$ cat src/rtl/accel_pkg.sv
package accel_pkg;
  typedef struct packed {
    logic       ptrLoad;
    logic       regWrite;
    logic       readLoad;
    logic       readEnd;
    logic [7:0] wrByte;
  } busStrobe_t;

  localparam logic [7:0] REG_X     = 8'h00;
  localparam logic [7:0] REG_Y     = 8'h01;
  localparam logic [7:0] REG_Z     = 8'h02;
  localparam logic [7:0] REG_TILT  = 8'h03;
  localparam logic [7:0] REG_SETUP = 8'h06;
  localparam logic [7:0] REG_MODE  = 8'h07;

  localparam int EN_FB    = 0;
  localparam int EN_SIDE  = 1;
  localparam int EN_TAP   = 2;
  localparam int EN_WAKE  = 3;
  localparam int EN_EVERY = 4;

  localparam int MD_ACTIVE = 0;
  localparam int MD_TEST   = 2;
  localparam int MD_WAKE   = 3;
  localparam int MD_SLEEP  = 4;
  localparam int MD_PRESC  = 5;
  localparam int MD_PUSH   = 6;
  localparam int MD_HIGH   = 7;
endpackage

$ cat src/rtl/accel_bus_ctl.sv
module accel_bus_ctl
  import accel_pkg::*;
#(
  parameter logic [6:0] DEV_ADDR = 7'h4C,
  parameter int SYNC_STAGES = 2
) (
  input  logic       clk,
  input  logic       rstN,
  input  logic       sclIn,
  input  logic       sdaIn,
  input  logic [7:0] rdByte,
  output logic       sdaLow,
  output busStrobe_t strb
);
  localparam int SH_W = SYNC_STAGES + 1;

  typedef enum logic [2:0] {BUS_IDLE, BUS_RX, BUS_ACK, BUS_TX, BUS_MACK} busState_t;

  logic [SH_W-1:0] sclSh, sdaSh;
  logic scl, sclPrev, sda, sdaPrev;
  logic sclRise, sclFall, startCond, stopCond;
  busState_t state;
  logic [3:0] bitCnt;
  logic [7:0] shiftReg;
  logic isAddr, readDir, firstData, masterNack, driveLow;

  always_ff @(posedge clk or negedge rstN) begin
    if (!rstN) begin
      sclSh <= '1;
      sdaSh <= '1;
    end else begin
      sclSh <= {sclSh[SH_W-2:0], sclIn};
      sdaSh <= {sdaSh[SH_W-2:0], sdaIn};
    end
  end

  assign scl       = sclSh[SH_W-2];
  assign sclPrev   = sclSh[SH_W-1];
  assign sda       = sdaSh[SH_W-2];
  assign sdaPrev   = sdaSh[SH_W-1];
  assign sclRise   = scl & ~sclPrev;
  assign sclFall   = ~scl & sclPrev;
  assign startCond = scl & sclPrev & sdaPrev & ~sda;
  assign stopCond  = scl & sclPrev & ~sdaPrev & sda;

  always_ff @(posedge clk or negedge rstN) begin
    if (!rstN) begin
      state      <= BUS_IDLE;
      bitCnt     <= '0;
      shiftReg   <= '0;
      isAddr     <= 1'b0;
      readDir    <= 1'b0;
      firstData  <= 1'b0;
      masterNack <= 1'b0;
      driveLow   <= 1'b0;
      strb       <= '0;
    end else begin
      strb <= '0;
      if (startCond) begin
        if (state == BUS_TX || state == BUS_MACK) strb.readEnd <= 1'b1;
        state    <= BUS_RX;
        isAddr   <= 1'b1;
        bitCnt   <= '0;
        driveLow <= 1'b0;
      end else if (stopCond) begin
        if (state == BUS_TX || state == BUS_MACK) strb.readEnd <= 1'b1;
        state    <= BUS_IDLE;
        driveLow <= 1'b0;
      end else begin
        unique case (state)
          BUS_RX: begin
            if (sclRise && bitCnt != 4'd8) begin
              shiftReg <= {shiftReg[6:0], sda};
              bitCnt   <= bitCnt + 4'd1;
            end else if (sclFall && bitCnt == 4'd8) begin
              if (isAddr) begin
                if (shiftReg[7:1] == DEV_ADDR) begin
                  driveLow  <= 1'b1;
                  state     <= BUS_ACK;
                  readDir   <= shiftReg[0];
                  firstData <= 1'b1;
                end else begin
                  state <= BUS_IDLE;
                end
              end else begin
                driveLow    <= 1'b1;
                state       <= BUS_ACK;
                strb.wrByte <= shiftReg;
                if (firstData) strb.ptrLoad <= 1'b1;
                else           strb.regWrite <= 1'b1;
                firstData   <= 1'b0;
              end
            end
          end
          BUS_ACK: begin
            if (sclFall) begin
              isAddr <= 1'b0;
              bitCnt <= '0;
              if (isAddr && readDir) begin
                state         <= BUS_TX;
                shiftReg      <= rdByte;
                driveLow      <= ~rdByte[7];
                strb.readLoad <= 1'b1;
              end else begin
                state    <= BUS_RX;
                driveLow <= 1'b0;
              end
            end
          end
          BUS_TX: begin
            if (sclFall) begin
              if (bitCnt == 4'd7) begin
                driveLow <= 1'b0;
                state    <= BUS_MACK;
              end else begin
                shiftReg <= {shiftReg[6:0], 1'b0};
                driveLow <= ~shiftReg[6];
                bitCnt   <= bitCnt + 4'd1;
              end
            end
          end
          BUS_MACK: begin
            if (sclRise) begin
              masterNack <= sda;
            end else if (sclFall) begin
              strb.readEnd <= 1'b1;
              bitCnt       <= '0;
              if (!masterNack) begin
                state         <= BUS_TX;
                shiftReg      <= rdByte;
                driveLow      <= ~rdByte[7];
                strb.readLoad <= 1'b1;
              end else begin
                state <= BUS_IDLE;
              end
            end
          end
          default: ;
        endcase
      end
    end
  end

  assign sdaLow = driveLow;

  // the data line is only newly pulled low while the clock line is low
  assert_ack_drive_scl_low_R1: assert property (@(posedge clk) disable iff (!rstN)
    (sdaLow && !$past(sdaLow)) |-> !scl);

  // pointer load, register write and read load never coincide
  assert_strobe_exclusive_R2: assert property (@(posedge clk) disable iff (!rstN)
    $onehot0({strb.ptrLoad, strb.regWrite, strb.readLoad}));
endmodule

$ cat src/rtl/accel_regs.sv
module accel_regs
  import accel_pkg::*;
#(
  parameter int AXIS_W      = 6,
  parameter int AXES        = 3,
  parameter int SLEEP_LIMIT = 255,
  parameter int PRESC_LOG   = 4
) (
  input  logic              clk,
  input  logic              rstN,
  input  busStrobe_t        strb,
  input  logic              sampleStrobe,
  input  logic [AXIS_W-1:0] sampleIn [AXES],
  input  logic [AXES-1:0]   shakeStrobe,
  input  logic              tapStrobe,
  input  logic              orientStrobe,
  input  logic [1:0]        frontBackIn,
  input  logic [2:0]        sideIn,
  output logic [7:0]        rdByte,
  output logic              intOut,
  output logic              intOe,
  output logic              asleep
);
  localparam int SC_W = $clog2(SLEEP_LIMIT + 1);

  logic [7:0] ptr, setupReg, modeReg, busyIdx;
  logic       busy, pending, asleepR;
  logic [1:0] tiltFb;
  logic [2:0] tiltSide;
  logic       tiltTap, tiltShake;
  logic [AXIS_W-1:0] axisVal [AXES];
  logic [AXES-1:0]   axisAlert;
  logic [7:0]        axisByte [AXES];
  logic [PRESC_LOG-1:0] preCnt;
  logic [SC_W-1:0]      sleepCnt;

  logic activeNow, tiltRead, modeWrite;
  logic [AXES-1:0] shakeEn, shakeHit;
  logic sideChg, fbChg, activity, sleepStep, sleepTick, wakeEvt, evtAny;

  assign activeNow = modeReg[MD_ACTIVE] & ~modeReg[MD_TEST];
  assign tiltRead  = strb.readLoad && ptr == REG_TILT;
  assign modeWrite = strb.regWrite && ptr == REG_MODE;

  generate
    for (genvar k = 0; k < AXES; k++) begin : g_shakeEn
      assign shakeEn[k] = setupReg[7-k];
    end
  endgenerate

  assign shakeHit  = shakeStrobe & shakeEn;
  assign sideChg   = orientStrobe && sideIn != tiltSide;
  assign fbChg     = orientStrobe && frontBackIn != tiltFb;
  assign activity  = (|shakeStrobe) | tapStrobe | sideChg | fbChg;
  assign sleepStep = sampleStrobe && modeReg[MD_SLEEP] && !asleepR;
  assign sleepTick = sleepStep && (modeReg[MD_PRESC] ? (preCnt == '1) : 1'b1);
  assign wakeEvt   = activity && asleepR && modeReg[MD_WAKE];
  assign evtAny    = activeNow && ((|shakeHit)
                   | (sideChg & setupReg[EN_SIDE]) | (fbChg & setupReg[EN_FB])
                   | (tapStrobe & setupReg[EN_TAP]) | (sampleStrobe & setupReg[EN_EVERY])
                   | (wakeEvt & setupReg[EN_WAKE]));

  // pointer, writable registers, read tracking
  always_ff @(posedge clk or negedge rstN) begin
    if (!rstN) begin
      ptr      <= '0;
      setupReg <= '0;
      modeReg  <= '0;
      busy     <= 1'b0;
      busyIdx  <= '0;
    end else begin
      if (strb.ptrLoad) begin
        ptr <= strb.wrByte;
      end else if (strb.regWrite) begin
        if (ptr == REG_SETUP) setupReg <= strb.wrByte;
        if (ptr == REG_MODE)  modeReg  <= strb.wrByte;
        ptr <= ptr + 8'd1;
      end else if (strb.readLoad) begin
        ptr <= ptr + 8'd1;
      end
      if (strb.readLoad) begin
        busy    <= 1'b1;
        busyIdx <= ptr;
      end else if (strb.readEnd) begin
        busy <= 1'b0;
      end
    end
  end

  // tilt status and interrupt latch
  always_ff @(posedge clk or negedge rstN) begin
    if (!rstN) begin
      tiltFb    <= '0;
      tiltSide  <= '0;
      tiltTap   <= 1'b0;
      tiltShake <= 1'b0;
      pending   <= 1'b0;
    end else begin
      if (activeNow && orientStrobe) begin
        tiltFb   <= frontBackIn;
        tiltSide <= sideIn;
      end
      if (activeNow && (|shakeHit)) tiltShake <= 1'b1;
      else if (tiltRead)            tiltShake <= 1'b0;
      if (activeNow && tapStrobe)   tiltTap <= 1'b1;
      else if (tiltRead)            tiltTap <= 1'b0;
      if (evtAny)        pending <= 1'b1;
      else if (tiltRead) pending <= 1'b0;
    end
  end

  // axis result registers with read hold-off
  generate
    for (genvar k = 0; k < AXES; k++) begin : g_axis
      always_ff @(posedge clk or negedge rstN) begin
        if (!rstN) begin
          axisVal[k]   <= '0;
          axisAlert[k] <= 1'b0;
        end else if (activeNow && sampleStrobe) begin
          if (busy && busyIdx == 8'(k)) begin
            axisAlert[k] <= 1'b1;
          end else begin
            axisVal[k]   <= sampleIn[k];
            axisAlert[k] <= 1'b0;
          end
        end
      end
      assign axisByte[k] = 8'({axisAlert[k], axisVal[k]});

      // an alert only appears while that axis register is being read
      assert_alert_needs_busy_R4: assert property (@(posedge clk) disable iff (!rstN)
        $rose(axisAlert[k]) |-> $past(busy && busyIdx == 8'(k)));
    end
  endgenerate

  // sleep counter with prescaler
  always_ff @(posedge clk or negedge rstN) begin
    if (!rstN) begin
      preCnt   <= '0;
      sleepCnt <= '0;
      asleepR  <= 1'b0;
    end else if (modeWrite) begin
      preCnt   <= '0;
      sleepCnt <= '0;
      asleepR  <= 1'b0;
    end else if (activeNow) begin
      if (activity) begin
        preCnt   <= '0;
        sleepCnt <= '0;
        if (wakeEvt) asleepR <= 1'b0;
      end else if (sleepStep) begin
        preCnt <= preCnt + 1'b1;
        if (sleepTick) begin
          if (sleepCnt == SC_W'(SLEEP_LIMIT - 1)) begin
            sleepCnt <= '0;
            asleepR  <= 1'b1;
          end else begin
            sleepCnt <= sleepCnt + 1'b1;
          end
        end
      end
    end
  end

  always_comb begin
    unique case (ptr)
      REG_X:     rdByte = axisByte[0];
      REG_Y:     rdByte = axisByte[1];
      REG_Z:     rdByte = axisByte[2];
      REG_TILT:  rdByte = {tiltShake, 1'b0, tiltTap, tiltSide, tiltFb};
      REG_SETUP: rdByte = setupReg;
      REG_MODE:  rdByte = modeReg;
      default:   rdByte = 8'h00;
    endcase
  end

  assign intOut = modeReg[MD_HIGH] ? pending : ~pending;
  assign intOe  = modeReg[MD_PUSH] | ~intOut;
  assign asleep = asleepR;

  // outside the active state no interrupt can be latched
  assert_standby_quiet_R11: assert property (@(posedge clk) disable iff (!rstN)
    !activeNow |=> !$rose(pending));

  // the pending flag only drops after a tilt register read
  assert_pending_clear_src_R9: assert property (@(posedge clk) disable iff (!rstN)
    $fell(pending) |-> $past(tiltRead));

  // the sleep counter never reaches the limit value
  assert_sleep_bound_R12: assert property (@(posedge clk) disable iff (!rstN)
    sleepCnt < SC_W'(SLEEP_LIMIT));
endmodule

$ cat src/rtl/accel_tilt_slave.sv
module accel_tilt_slave
  import accel_pkg::*;
#(
  parameter logic [6:0] DEV_ADDR = 7'h4C,
  parameter int AXIS_W      = 6,
  parameter int SLEEP_LIMIT = 255,
  parameter int PRESC_LOG   = 4
) (
  input  logic              clk,
  input  logic              rstN,
  input  logic              sclIn,
  input  logic              sdaIn,
  output logic              sdaLow,
  input  logic              sampleStrobe,
  input  logic [AXIS_W-1:0] sampleX,
  input  logic [AXIS_W-1:0] sampleY,
  input  logic [AXIS_W-1:0] sampleZ,
  input  logic [2:0]        shakeStrobe,
  input  logic              tapStrobe,
  input  logic              orientStrobe,
  input  logic [1:0]        frontBackIn,
  input  logic [2:0]        sideIn,
  output logic              intOut,
  output logic              intOe,
  output logic              asleep
);
  busStrobe_t strb;
  logic [7:0] rdByte;
  logic [AXIS_W-1:0] sampleIn [3];

  assign sampleIn[0] = sampleX;
  assign sampleIn[1] = sampleY;
  assign sampleIn[2] = sampleZ;

  accel_bus_ctl #(.DEV_ADDR(DEV_ADDR), .SYNC_STAGES(2)) u_ctl (
    .clk(clk), .rstN(rstN), .sclIn(sclIn), .sdaIn(sdaIn),
    .rdByte(rdByte), .sdaLow(sdaLow), .strb(strb)
  );

  accel_regs #(.AXIS_W(AXIS_W), .AXES(3), .SLEEP_LIMIT(SLEEP_LIMIT),
               .PRESC_LOG(PRESC_LOG)) u_regs (
    .clk(clk), .rstN(rstN), .strb(strb),
    .sampleStrobe(sampleStrobe), .sampleIn(sampleIn),
    .shakeStrobe(shakeStrobe), .tapStrobe(tapStrobe),
    .orientStrobe(orientStrobe), .frontBackIn(frontBackIn), .sideIn(sideIn),
    .rdByte(rdByte), .intOut(intOut), .intOe(intOe), .asleep(asleep)
  );
endmodule

$ cat config.mk
export PLATFORM = sky130hd
export DESIGN_NAME = accel_tilt_slave
export DESIGN_NICKNAME = d
export VERILOG_FILES = /design/src/rtl/accel_pkg.sv /design/src/rtl/accel_bus_ctl.sv /design/src/rtl/accel_regs.sv /design/src/rtl/accel_tilt_slave.sv
export SDC_FILE = /design/constraint.sdc
export NUM_CORES = 1
export LEC_CHECK = 0
export CORE_MARGIN = 5
export CORE_UTILIZATION = 52
export DETAILED_ROUTE_END_ITERATION = 7
export MAX_ROUTING_LAYER = met4
export PLACE_DENSITY = 0.72
export SLEW_MARGIN = 20
export SYNTH_ARGS = -nofsm -noshare
export SYNTH_HDL_FRONTEND = slang
export SYNTH_SLANG_ARGS = --single-unit
$ cat constraint.sdc
create_clock -name clk -period 3.9 [get_ports clk]
set_input_delay 1.17 -clock clk [delete_from_list [all_inputs] [get_ports clk]]
set_output_delay 1.17 -clock clk [all_outputs]
set_load 0.02 [all_outputs]
[Yosys cells after proc, flatten, opt, wreduce, memory -nomap -nowiden]
Index checks and enable logic that the tools add are counted.
Storage, ports and cells
  input bits: 33
  register bits after elaboration: 113
  output and inout port bits: 4
Operators by class
  bitwise logic cells: 39
  $add $sub $neg: 4
  multiplexer cells: 106
  reductions and logical operators: 56
  eq/ne operators: 43
Operators with widths (count)
  $mux W8: 23
  $pmux W8 S6: 1
  $mux W1: 45
  $mux W4: 11
  $mux W3: 11
  $pmux W8 S4: 1
  $eq A8 B2 Y1 const B: 3
  $logic_and A1 B1 Y1: 20
  $mux W2: 10
  $add A8 B1 Y8 const B: 2
  $eq A8 B1 Y1 const B: 2
  $eq A8 B3 Y1 const B: 2
  $logic_not A8 Y1: 2
  $ne A4 B1 Y1 const B: 4
  $not A1 Y1: 16
  $pmux W4 S4: 1
  $reduce_bool A2 Y1: 7
  $and A1 B1 Y1: 13
  $ne A2 B1 Y1 const B: 6
  $ne A4 B2 Y1 const B: 3
  $pmux W3 S4: 1
  $reduce_and A3 Y1: 4
  $reduce_and A6 Y1: 2
  $reduce_bool A3 Y1: 4
  33 further kinds: 54

[Depth between registers and ports, before layout]
Gate-level depths: netlist of run 1.
  depth after elaboration: 10
  gate-level depth with buffers: 9

[Cells and area by module]
A second synthesis of run 1 with hierarchy kept.
Second synthesis, totals
  cells, all modules: 506
  area, all modules: 5695.5 um^2
Modules (own cells, without submodules)
  accel_regs: cells each 332, area an instance 3792.4 um^2, times used 1
  accel_bus_ctl: cells each 174, area an instance 1903.1 um^2, times used 1

[Least setup slack after synthesis of run 1]
No wires, ideal clock.
  kind: input-to-reg
  from: input shakeStrobe[0]
  to: register u_regs.sleepCnt[5]
  data required time: 3.805 ns
  setup slack: 1.227 ns
  stages: 6
  data arrival time: 2.578 ns
  cells stage by stage: or4_4 > nor3_2 > a21oi_2 > nor4_4 > nand4_1 > o31ai_1
Between the ends
  cells in the longest elaborated chain, start to end: 7
  elaborated cells on any way between the ends: 10
RTL lines
  from (decl): RTL line accel_tilt_slave.sv:18  | input logic [2:0] shakeStrobe,
  $reduce_or A3 Y1 *: RTL line accel_regs.sv:54  | assign activity = (|shakeStrobe) | tapStrobe | sideChg | fbChg;
  $or A1 B1 Y1 * (3 in series): RTL line accel_regs.sv:54
  $mux W8: RTL line accel_regs.sv:147  | if (activity) begin
  $mux W8: RTL line accel_regs.sv:146  | end else if (activeNow) begin
  $mux W8: RTL line accel_regs.sv:142  | end else if (modeWrite) begin
  to (signal assigned): RTL line accel_regs.sv:158  | sleepCnt <= sleepCnt + 1'b1;
  to (decl): RTL line accel_regs.sv:35  | logic [SC_W-1:0] sleepCnt;
Mark *: on every way between the ends. The rest lies on a longest branch, timed or not. The select of a mux whose other input is x is not followed.
A chain may end at the register's enable or synchronous reset.

[Final worst setup path of run 1]
Same ends and word-level chain as after synthesis.

==> results of run 1 <==
[synthesized netlist by cell type, types with 2 or more instances]
| master | instances | area share (%) |
|---|---|---|
| buf_2 | 6 | 0.54 |
| and4_1 | 2 | 0.31 |
| nor2b_1 | 8 | 0.90 |
| nand2b_1 | 8 | 0.90 |
| a21oi_1 | 25 | 2.2 |
| nor2_1 | 27 | 1.8 |
| nand3_1 | 14 | 1.3 |
| nand2_1 | 55 | 3.7 |
| a21o_1 | 5 | 0.67 |
| xnor2_1 | 4 | 0.63 |
| and2_1 | 9 | 1.0 |
| a22oi_1 | 13 | 1.8 |
| dfstp_2 | 6 | 2.8 |
| and3_1 | 3 | 0.34 |
| o21ai_1 | 25 | 2.2 |
| or2_1 | 2 | 0.22 |
| a21boi_1 | 2 | 0.27 |
| mux2_2 | 26 | 5.3 |
| nand4b_1 | 3 | 0.47 |
| mux2i_1 | 5 | 0.90 |
| nand4_1 | 11 | 1.2 |
| clkbuf_1 | 18 | 1.2 |
| dfrtp_1 | 107 | 48 |
| o21ai_0 | 14 | 1.3 |
| nand3b_1 | 4 | 0.54 |
| a221o_1 | 7 | 1.3 |
| mux2_1 | 24 | 4.9 |
| nor4_1 | 3 | 0.34 |
| nor3_2 | 2 | 0.36 |
| inv_1 | 10 | 0.67 |
| nor3b_1 | 2 | 0.27 |
| a22o_1 | 4 | 0.63 |
| a31oi_1 | 5 | 0.56 |
| nor4b_1 | 2 | 0.31 |
| nor3_1 | 6 | 0.54 |
| xor2_1 | 10 | 1.6 |
| o311a_1 | 2 | 0.36 |
| a32oi_1 | 3 | 0.47 |
| o31ai_1 | 3 | 0.40 |
| ha_1 | 9 | 2.0 |
| a222oi_1 | 4 | 0.72 |
[placed cells by master (no fill, tap or decap), types with 11 or more instances in the layout]
| cell | instances |
|---|---|
| nor2_1 | 27 |
| clkbuf_16 | 16 |
| mux2_2 | 26 |
| nand2_1 | 55 |
| mux2_1 | 24 |
| a21oi_1 | 25 |
| nand3_1 | 14 |
| o21ai_0 | 14 |
| o21ai_1 | 25 |
| nand4_1 | 11 |
| dfrtp_1 | 107 |
| clkdlybuf4s50_1 | 35 |
| a22oi_1 | 13 |
[layout make-up]
type / count / area, um2 / share of cell area, %
multi-input combinational: 369 / 2580 / 38.7
timing repair buffer: 41 / 408 / 6.12
clock inverter: 10 / 156 / 2.35
sequential: 113 / 2840 / 42.6
tap: 136 / 170 / 2.55
clock buffer: 22 / 473 / 7.10
inverter: 11 / 41.3 / 0.620
[worst max-delay path by stage]
stage	start	to	slack [ns]	cells after the start
5_1_grt	shakeStrobe[0]	u_regs.sleepCnt[5]	0.87	7
4_1_cts	u_regs.modeReg[7]	intOut	0.95	2
2_1_floorplan	shakeStrobe[0]	u_regs.sleepCnt[5]	1.23	6
6_report	shakeStrobe[0]	u_regs.sleepCnt[5]	0.98	7
3_3_place_gp	shakeStrobe[0]	u_regs.sleepCnt[5]	0.53	7
3_5_place_dp	shakeStrobe[0]	u_regs.sleepCnt[5]	0.43	7
[per-layer routing]
layer / wire [um] / share of wire (%) / GRT usage (%)
met5: 0 / 0 / -
met4: 157 / 1.2 / 6.97
met3: 592 / 4.6 / 4.99
met2: 6190 / 48 / 33.3
met1: 5970 / 46 / 28.8
[metrics by stage]
stage / total power [W] / util [%]
2_1_floorplan: 0.00152 / -
3_3_place_gp: 0.00163 / 58.2
3_5_place_dp: 0.00164 / 58.2
4_1_cts: 0.00327 / 64.2
5_1_grt: 0.00338 / 64.2
6_report: 0.00325 / 64.2
[logic make-up (layout without fill, tap and decap cells)]
group,Yosys count,in the layout,share of synthesized area [%]
xor gates and xnor gates,14,14,2.20
muxes,55,55,11.0
adders and majority gates,9,9,2.02
buffers and inverters,37,84,2.70
AOI/OAI and AO/OA,125,125,15.2
DFF,113,113,51.0
and+or+nand+nor,166,166,15.9
[flip-flops by register name (all words and copies together), names as in the netlist, 3 cells and up]
register,flops
u_regs.tiltSide,3
u_ctl.sdaSh,3
u_ctl.state,3
u_regs.preCnt,4
u_regs.busyIdx,8
u_ctl.bitCnt,4
u_regs.ptr,8
u_regs.axisByte,18
u_regs.modeReg,8
u_ctl.strb,12
u_regs.axisAlert,3
u_ctl.shiftReg,8
u_regs.setupReg,8
u_ctl.sclSh,3
u_regs.sleepCnt,8
[worst max-delay path, cell delays in order]
cell and delay, ns:
clkdlybuf4s50_1 0.42, or4_4 0.58, nor3_2 0.15, a21oi_2 0.22, nor4_4 0.41, nand4_1 0.17
o31ai_1 0.22
[where the power goes]
part           total (W)  internal, W  switching (W)
registers        0.00133      0.00124      0.0000836
clock network    0.00163      0.00110       0.000527
logic           0.000299     0.000138       0.000161
total            0.00325      0.00248       0.000772
==> impl_metrics.yaml, run 1 <==
power_and_ir_drop:
  power_density_nw_per_um2: 488
  ir_drop_mv: 0.439
  power.leakage_nw: 3.04
synthesis:
  syn_inst: 519
  synth_cell_type_count: 62
  synth-async-reset-ratio_pct: 100
  ys_seq_area_share_pct: 51.0
  ys_warn_count: 0
  synthesis.nets: 561
  syn_avg_cell_area_um2: 10.7
  synth_ff_type: "dfrtp_1"
  synth_edf_count: 0
  syn-cell-area_um2: 5560
  synth-seq-cells: 113
final_layout:
  layout-drive-gt1-share_pct: 14.1
  fill_cells: 840
  stdcell_area_um2: 6660
  synthToLayoutAreaGrowth_pct: 19.7
  final_cells: 702
  nets: 595
  n_antenna_cell: 0
drt:
  drc_errors: 0
  antenna_left: 0
  first_pass_iters: 5
  wirelength_mm: 12.9
  routedWlPerCell_um: 18.4
  dr_total_vias: 4241
  vias_per_cell: 6.04
  drt-initial-drc-count: 394
setup_path:
  reg2reg_from: "u_regs.ptr[5]"
  path_max_fanout: 13
  critPathKind: "in2reg"
  reg2regPathDepth: 6
  end_kind: "flop"
  r2r_slack_ns: 1.25
  crit_arrival_ns: 3.34
  required_ns: 4.32
  cp-start-kind: "primary input"
  r2r_end: "u_regs.modeReg[1]"
die:
  die_area_um2: 12900
  initial_core_util_pct: 53.7
  die_h_um: 113
  fp.dieW_um: 113
  io_pins: 37
  core-area_um2: 10400
  num_rows: 37
sta:
  worst_slack_ns: 0.977
  timing.setup.tns_ns: 0
  max_slew.worst_pin.slew_ns: 0.839
  hold_viol: 0
  report.final.setup_viol: 0
  fin_crit_ns: 2.92
  fin_hold_ws_ns: 0.355
  timing.slew.headroom_pct: 43.9
  finalClockSkew_ns: 0.00960
  finalCritPeriodShare_pct: 74.9
  rsz0062_at_grt: "no"
  max_freq_mhz: 342
  slew_viol_final: 0
place:
  dp_cells: 670
  placed_area_um2: 6030
  gp_congestion: 0.876
  pre_cts_slack_ns: 0.434
  post-dp-hpwl_mm: 9.10
  numPortBuffers: 36
clock_network:
  cts_resized: 0
  cts_buffers: 17
  h-tree-depth: 4
  cts_tree: "built"
  clock-sinks: 113
  path_clk_slew_ns: 0.06
  cts.hold.buffers_added: 0
  clk_latency_ns: 0.51
  clock-root-buffer: "clkbuf_8"
  cts_max_path_buffers: 2
  cts_setup_buffers: 0
grt:
  track_usage_pct: 21.7
  grt_pass1_wl_mm: 21.3
  grt-ovfl-total: 0
  grt_max_degree: 59
  antenna_found_initial: 0
  first_global_vias: 4245
worst_hold_path:
  hold_class: "reg2reg"
  holdCritStartpoint: "u_ctl.sdaSh[0]"
  min_to: "u_ctl.sdaSh[1]"
  hold_path_depth: 0
run:
  drv_cap: 0
run_status:
  status: "finished clean"
Power figures use the tool's default switching activity.
==> run 2: changes to the inputs <==
clock period = 3 ns   (was 3.9 ns; I/O delays follow)
==> run 2 against run 1 <==
  * Non-clock buffer count increased by 13
  * Register-to-register slack lost 0.50 ns
  * Total power up 33%
  * Via count is 0.14% higher
  * Setup slack worse by 0.67 ns
  * Highest routed layer unchanged
==> impl_metrics.yaml, run 2 (synthesis gave the netlist of run 1 again) <==
run_status:
  status: "finished clean"
power_and_ir_drop:
  ir_drop_mv: 0.579
  power_density_nw_per_um2: 637
  power.leakage_nw: 3.11
  total_power_w: 0.00431
clock_network:
  cts_resized: 0
  clk_latency_ns: 0.53
  cts_max_path_buffers: 2
  h-tree-depth: 4
  clock-sinks: 113
  cts_setup_buffers: 0
  clock-root-buffer: "clkbuf_8"
  cts_tree: "built"
  path_clk_slew_ns: 0.05
  cts.hold.buffers_added: 0
  cts_buffers: 17
setup_path:
  crit_chain: "xnor2_1 -> clkdlybuf4s50_1"
  required_ns: 2.10
  worst_path_dominant_cell_family: "buffers and inverters"
  crit_arrival_ns: 1.79
  end_kind: "output port"
  path_buf_inv: 1
  cp-start-kind: "flop"
  critPathKind: "reg2out"
  max_stage_delay_ns: 0.64
  cpMaxStageDelayCell: "clkdlybuf4s50_1"
  path_max_fanout: 3
final_layout:
  n_antenna_cell: 0
  seq_area_um2: 2840
  mostFrequentLayoutCells: "107 x dfrtp_1, 55 x nand2_1, 35 x clkdlybuf4s50_1, 27 x nor2_1, 26 x mux2_2"
  layout-drive-gt1-share_pct: 15.7
  multi_input_comb_area_um2: 2580
  nets: 608
  synthToLayoutAreaGrowth_pct: 21.7
  fill_cells: 801
  largest_reg_flops: 18
  layout_commonest_cell: "dfrtp_1"
  final_util_pct: 65.3
drt:
  vias_per_cell: 5.94
  routedWlPerCell_um: 18.3
  dr_total_vias: 4247
  drt-initial-drc-count: 458
  antenna_left: 0
  wirelength_mm: 13.1
  first_pass_iters: 5
  drc_errors: 0
place:
  numPortBuffers: 36
  gp_congestion: 0.901
  post-dp-hpwl_mm: 9.38
sta:
  hold_viol: 0
  report.final.setup_viol: 0
  timing.setup.tns_ns: 0
  finalCritPeriodShare_pct: 89.7
  slew_viol_final: 0
  fin_crit_ns: 2.69
  rsz0062_at_grt: "no"
  timing.slew.headroom_pct: 47.2
  finalClockSkew_ns: 0.00831
  max_slew.worst_pin.slew_ns: 0.791
  max_freq_mhz: 372
grt:
  grt-ovfl-total: 0
  antenna_found_initial: 0
  first_global_vias: 4272
  grt_max_degree: 60
  track_usage_pct: 22.7
  grt_pass1_wl_mm: 22.2
die:
  io_pins: 37
  num_rows: 37
  die_h_um: 113
  die_area_um2: 12900
  initial_core_util_pct: 53.7
  core-area_um2: 10400
  fp.dieW_um: 113
worst_hold_path:
  hold_class: "in2async"
run:
  drv_cap: 0
-- run 2: cell types whose count changed in the layout (fill, tap and decap cells not counted) --
| cell | previous run | this run |
|---|---|---|
| buf_4 | 5 | 18 |
| clkbuf_8 | 5 | 1 |
| bufinv_16 | 4 | 6 |
| clkbuf_1 | 1 | 3 |
| clkinv_2 | 4 | 5 |
| clkinv_4 | 1 | 0 |
-- run 2: routing by layer --
layer	global-route usage, %	vias up	routed length, um
li1	-	1992	-
met1	30.6	2083	6010
met2	32.9	148	6070
met3	6.53	24	751
met4	7.85	0	272
met5	-	-	0
-- run 2: final timing paths --
| check | start | end | slack [ns] | depth (start not counted) |
|---|---|---|---|---|
| worst min-delay path | rstN | u_regs.sleepCnt[4] | 0.32 | 1 |
| max in group asynchronous | rstN | u_ctl.sdaSh[0] | 1.95 | 2 |
| worst max-delay path | u_regs.modeReg[7] | intOut | 0.31 | 2 |
| min in group clk | u_ctl.sdaSh[0] | u_ctl.sdaSh[1] | 0.36 | 0 |
| worst min register to register | u_ctl.sdaSh[0] | u_ctl.sdaSh[1] | 0.36 | 0 |
| worst max register to register | u_regs.ptr[0] | u_ctl.shiftReg[2] | 0.75 | 8 |
-- run 2: stage by stage --
stage	instances	setup slack (ns)	area [um2]	hold WS, ns
after floorplan	519	0.597	5560	0.345
after global placement	683	0.136	6130	0.347
after detailed placement	683	0.0271	6130	0.351
after CTS	715	0.273	6770	0.317
after global routing	715	0.201	6770	0.349
final	715	0.309	6770	0.318
-- run 2: layout make-up --
cell class / instances / area share (%)
tap: 136 / 2.51
sequential: 113 / 41.9
clock inverter: 12 / 3.14
timing repair buffer: 54 / 7.47
multi-input combinational: 369 / 38.1
inverter: 11 / 0.610
clock buffer: 20 / 6.28
-- run 2: report_power, final --
| part | leakage [nW] | internal, W | switching, W |
|---|---|---|---|
| Sequential | 1.53 | 0.00161 | 0.0000876 |
| Clock | 0.312 | 0.00151 | 0.000677 |
| Combinational | 1.27 | 0.000196 | 0.000231 |
==> run 3: changes to the inputs <==
HOLD_SLACK_MARGIN = 0.05   (was default)
==> results of run 3 <==
No change in the layout: final DEF, timing and power equal those of run 2.
